`src/rtl/stack_ptr_unit.sv`:
```
module stack_ptr_unit #(
  parameter logic [7:0] LO_ADDR  = 8'h81,
  parameter logic [7:0] HI_ADDR  = 8'hB7,
  parameter logic [7:0] CFG_ADDR = 8'hAF,
  parameter logic [7:0] RESET_LO = 8'h07,
  parameter int         HI_W     = 3,
  parameter int         MODE_BIT = 7
) (
  input  logic                clk,
  input  logic                rst_n,
  input  logic                push_i,
  input  logic                pop_i,
  input  logic                sfr_we_i,
  input  logic [7:0]          sfr_addr_i,
  input  logic [7:0]          sfr_wdata_i,
  output logic [7:0]          sfr_rdata_o,
  output logic [HI_W+7:0]     stk_addr_o,
  output logic                xram_sel_o
);
  localparam int AW = HI_W + 8;

  logic [7:0]      lo_q;
  logic [HI_W-1:0] hi_q;
  logic            ext_q;

  wire [AW-1:0] ptr     = {hi_q, lo_q};
  wire [AW-1:0] ptr_inc = ptr + AW'(1);
  wire [AW-1:0] ptr_dec = ptr - AW'(1);

  wire wr_lo  = sfr_we_i && (sfr_addr_i == LO_ADDR);
  wire wr_hi  = sfr_we_i && (sfr_addr_i == HI_ADDR);
  wire wr_cfg = sfr_we_i && (sfr_addr_i == CFG_ADDR);
  wire go_up  = push_i && !pop_i && !sfr_we_i;
  wire go_dn  = pop_i && !push_i && !sfr_we_i;

  always_ff @(posedge clk or negedge rst_n) begin
    if (!rst_n) begin
      lo_q  <= RESET_LO;
      hi_q  <= '0;
      ext_q <= 1'b0;
    end else begin
      if (wr_lo)  lo_q  <= sfr_wdata_i;
      if (wr_hi)  hi_q  <= sfr_wdata_i[HI_W-1:0];
      if (wr_cfg) ext_q <= sfr_wdata_i[MODE_BIT];
      if (go_up) begin
        if (ext_q) {hi_q, lo_q} <= ptr_inc;
        else       lo_q <= lo_q + 8'd1;
      end
      if (go_dn) begin
        if (ext_q) {hi_q, lo_q} <= ptr_dec;
        else       lo_q <= lo_q - 8'd1;
      end
    end
  end

  assign stk_addr_o = ext_q ? ptr : {{HI_W{1'b0}}, lo_q};
  assign xram_sel_o = ext_q && (hi_q != '0);

  always_comb begin
    sfr_rdata_o = 8'h00;
    if (sfr_addr_i == LO_ADDR)  sfr_rdata_o = lo_q;
    if (sfr_addr_i == HI_ADDR)  sfr_rdata_o[HI_W-1:0] = hi_q;
    if (sfr_addr_i == CFG_ADDR) sfr_rdata_o[MODE_BIT] = ext_q;
  end


  region_addr_chk: assert property (@(posedge clk) disable iff (!rst_n)
    xram_sel_o |-> (stk_addr_o[AW-1:8] != '0));


  dflt_push_chk: assert property (@(posedge clk) disable iff (!rst_n)
    (go_up && !ext_q) |=> (stk_addr_o[7:0] == $past(stk_addr_o[7:0]) + 8'd1) && $stable(hi_q));


  dflt_pop_chk: assert property (@(posedge clk) disable iff (!rst_n)
    (go_dn && !ext_q) |=> (stk_addr_o[7:0] == $past(stk_addr_o[7:0]) - 8'd1) && $stable(hi_q));


  ext_push_chk: assert property (@(posedge clk) disable iff (!rst_n)
    (go_up && ext_q) |=> stk_addr_o == $past(stk_addr_o) + AW'(1));


  ext_pop_chk: assert property (@(posedge clk) disable iff (!rst_n)
    (go_dn && ext_q) |=> stk_addr_o == $past(stk_addr_o) - AW'(1));


  collide_hold_chk: assert property (@(posedge clk) disable iff (!rst_n)
    (push_i && pop_i && !sfr_we_i) |=> $stable(stk_addr_o));


  idle_hold_chk: assert property (@(posedge clk) disable iff (!rst_n)
    (!push_i && !pop_i && !sfr_we_i) |=> $stable(stk_addr_o) && $stable(xram_sel_o));
endmodule

```
`config.mk`:
```
export PLATFORM = sky130hd
export DESIGN_NAME = stack_ptr_unit
export DESIGN_NICKNAME = d
export VERILOG_FILES = /design/src/rtl/stack_ptr_unit.sv
export SDC_FILE = /design/constraint.sdc
export NUM_CORES = 1
export LEC_CHECK = 0
export ABC_AREA = 1
export ABC_CLOCK_PERIOD_IN_PS = 1500
export BUFFER_PORTS_ARGS = -buffer_cell sky130_fd_sc_hd__buf_2
export CORE_MARGIN = 1
export CORE_UTILIZATION = 47
export DETAILED_ROUTE_END_ITERATION = 7
export PLACE_DENSITY = 0.77
export SLEW_MARGIN = 20
export SYNTH_ARGS = -nofsm -noshare
export SYNTH_HDL_FRONTEND = slang
export SYNTH_SLANG_ARGS = --single-unit
```
`constraint.sdc`:
```
create_clock -name clk -period 1.5 [get_ports clk]
set_input_delay 0.225 -clock clk [delete_from_list [all_inputs] [get_ports clk]]
set_output_delay 0.225 -clock clk [all_outputs]
set_load 0.02 [all_outputs]
```
==> results.md <==
- Yosys top cell area share: 22.2%
- Post-synthesis xor/xnor area fraction: 1.28%
- Clock transition at the registers of the reported paths: 0.09 ns
- Fraction of registers with async set/reset: 100%
- Top post-synthesis cells by area: nand2_1 22%, dfrtp_1 16%, nand3_1 9.5%
- Hold Vio Cnt, Final: 0
- Final setup violating endpoints: 1
- Worst EP arrival: 1.28 ns
- DP Cell Count: 316
- First-pass GRT wire length: 6.38 mm
- Mean post-synth cell area: 5.72 um2
- Crit path launch type: flop
- Violated checks: setup timing
- Final worst slack: -0.00601 ns
- Post-synthesis simple-gate area fraction: 52.4%
- GPL Wtd Cong: 0.968
- CTS Sinks: 12
- Register bit total from synthesis: 12
- Reg2Reg Setup Slack: 0.02 ns
- Post-DR wirelength/cell: 12.9 um
- Max VDD drop: 0.715 mV
- Max-Cap Viols: 0
- Starting Density: 49.8%
- CP Class: flop to primary output
- Sw Ratio: 48.3%
- Syn Std Cell Area: 1370 um2
- LEAKAGE: 0.973 nW
- Gr ovfl total: 0
- Top post-synthesis cells by count: 81 x nand2_1, 32 x nor2_1, 26 x nand3_1
- Synth cell types: 29
- Slew Viols, Final: 0
- Power Internal: 0.901 mW
- Final TNS setup: -0.00601 ns
- Share of the yosys chip area belonging to registers: 22.2%
- IO Port Bufs: 40
- Area Overhead vs Synth: 33.5%
- Pre-antenna DRT Iters: 5
- Syn nets: 263
- Max Freq: 664 MHz
- Post-layout min period: 1.51 ns
- Adder-Cell Fraction of Synth Area: 1.82%
- Clk_lat worst skew: 0.29 ns
- Sw Pwr: 0.843 mW
- Share of layout cells above drive strength 1: 33.1%
- Fin Clk Skew: 0.00894 ns
- DR iter-0 viols: 118
- Via Count: 1743
- Core area: 2760 um2
- Relative slew slack: 79.8%
- Critical Path Sink Type: primary output
- Layout Cells excl Fill: 327
- Top-count cell post-synth: nand2_1
- Synth Warn #: 0
- Flop pwr share: 30.6%
- IO Count: 41
- GRT Util Overall: 26.2%
- Status: complete, but fails checks
- Tot Pwr: 1.74 mW
- DRC Markers: 0
- Num CTS Buffers: 3
- Largest area contributor in the netlist: nand2_1
- Initial antenna violation count: 0
- CTS H-tree depth: 1
- Pwr per Cell Area: 952 nW/um2
- Clock Tree Buf Depth: 2
- Cell Rows: 19
- EDFF count, synth: 0
- Final nets: 320
- DRT Wirelength: 4.22 mm
- DIE WIDTH: 56.0 um
- Multiplexer share of the synthesized area: 0%
- Worst R2R Path Depth: 7
- Req. time, crit path: 1.27 ns
- Worst Hold Class: input pin to flop
- Ys flop type: dfrtp_1
- Filler cell count: 273
- DRT antenna net count: 0
- Synth Area in Compound Gates: 10.9%
- Period utilisation layout: 100%
- Full die area: 3140 um2
- Ant diodes: 0
- Largest net degree at the start of global routing: 13
- HPWL Detailed: 3.12 mm
- Clock power frac: 16.2%
- Die height: 56.0 um
- Largest family of logic cells by synthesized area: simple AND/OR/NAND/NOR gates
- Comb pwr share: 53.1%
- Cells on Worst Hold Path: 3
- Number of global-route vias before repair: 1446
- TritonCTS clock tree: done
- Worst slew pin tran: 0.304 ns
- RSZ-0062 raised after global routing: yes
- Clk root buf: clkbuf_4
- Mapped Cells: 240
- Via density per instance: 5.33
- Worst-path fanout max: 5
## final timing paths
path	from	to
hold / removal	sfr_wdata_i[7]	ext_q$_DFFE_PN0P_
setup reg to reg	lo_q[1]$_DFFE_PN1P_	lo_q[2]$_DFFE_PN1P_
min in group asynchronous	rst_n	lo_q[6]$_DFFE_PN0P_
max in group asynchronous	rst_n	lo_q[2]$_DFFE_PN1P_
setup / recovery	lo_q[1]$_DFFE_PN1P_	sfr_rdata_o[1]
hold reg to reg	lo_q[1]$_DFFE_PN1P_	lo_q[1]$_DFFE_PN1P_
## cell type report
cell class	instances	area [um2]	area share (%)
Multi-Input combinational cell	191	970	52.9
Timing Repair Buffer	55	343	18.7
Sequential cell	12	310	16.9
Inverter	34	135	7.37
Tap cell	31	38.8	2.12
Clock buffer	4	36.3	1.98
## cells by family (layout without fill, tap and decap cells)
kind of cell / Yosys count / count (layout)
simple gates: 159 / 159
buf+inv: 37 / 93
compound gates: 28 / 28
flops: 12 / 12
fa+ha+maj: 2 / 2
xor+xnor: 2 / 2
## per-stage QoR
stage / hold slack (ns) / utilization, % / cell area [um2] / worst slack, ns
finish: 0.180 / 66.5 / 1830 / -0.00601
global route: 0.185 / 66.5 / 1830 / -0.0726
CTS: 0.183 / 62.5 / 1720 / 0.00229
detailed placement: 0.129 / 59.8 / 1650 / 0.0537
global placement: 0.129 / 59.8 / 1650 / 0.0598
floorplan: -0.0706 / - / 1370 / 0.0268
## placed cells by master (no fill, tap or decap), types with 3 or more instances in the layout
master and n:
nand4_1 5, nand3_2 3, nor2_1 31, buf_6 4, nand2_4 3, inv_2 8, dfstp_2 3, nand2_2 3
dfrtp_2 5, clkbuf_4 3, a21oi_1 6, o21ai_1 12, buf_2 35, nand3_1 25, buf_4 15, nor2_2 5
dfrtp_1 4, o21ai_0 4, inv_1 23, nand2_1 78
## worst max-delay path, stage by stage, from the launching register on
cell     delay (ns)
dfstp_2        0.59
inv_1          0.10
o22ai_1        0.14
buf_4          0.16
## power by group through the flow
stage / Clock, mW / Combinational (mW) / Sequential, mW
after detailed placement: 0 / 0.779 / 0.543
final: 0.283 / 0.927 / 0.534
after floorplan: 0 / 0.527 / 0.542
after global routing: 0.300 / 1.01 / 0.546
after CTS: 0.279 / 0.831 / 0.521
after global placement: 0 / 0.782 / 0.543
## timing repair
item                                    CTS  global route
endpoints found under the setup margin    2            16
cloned                                    0             0
resized for setup                         3            27
buffers inserted                          3             3
pin swaps                                 1             4
hold buffers                              1             0
endpoints found under the hold margin     9             0
## flip-flops by register name, indices dropped and copies added, names as in the netlist
register / count
lo_q: 8
hi_q: 3
ext_q: 1
## metal layers
layer  track usage (%)  wire, um  vias up
met1              36.4      1860      753
met3              3.26       319       12
met2              41.3      1940       97
li1                  -         -      881
met4              10.1        98        0
met5                 0         0        -
No activity file was read; power rests on OpenSTA's default activity.
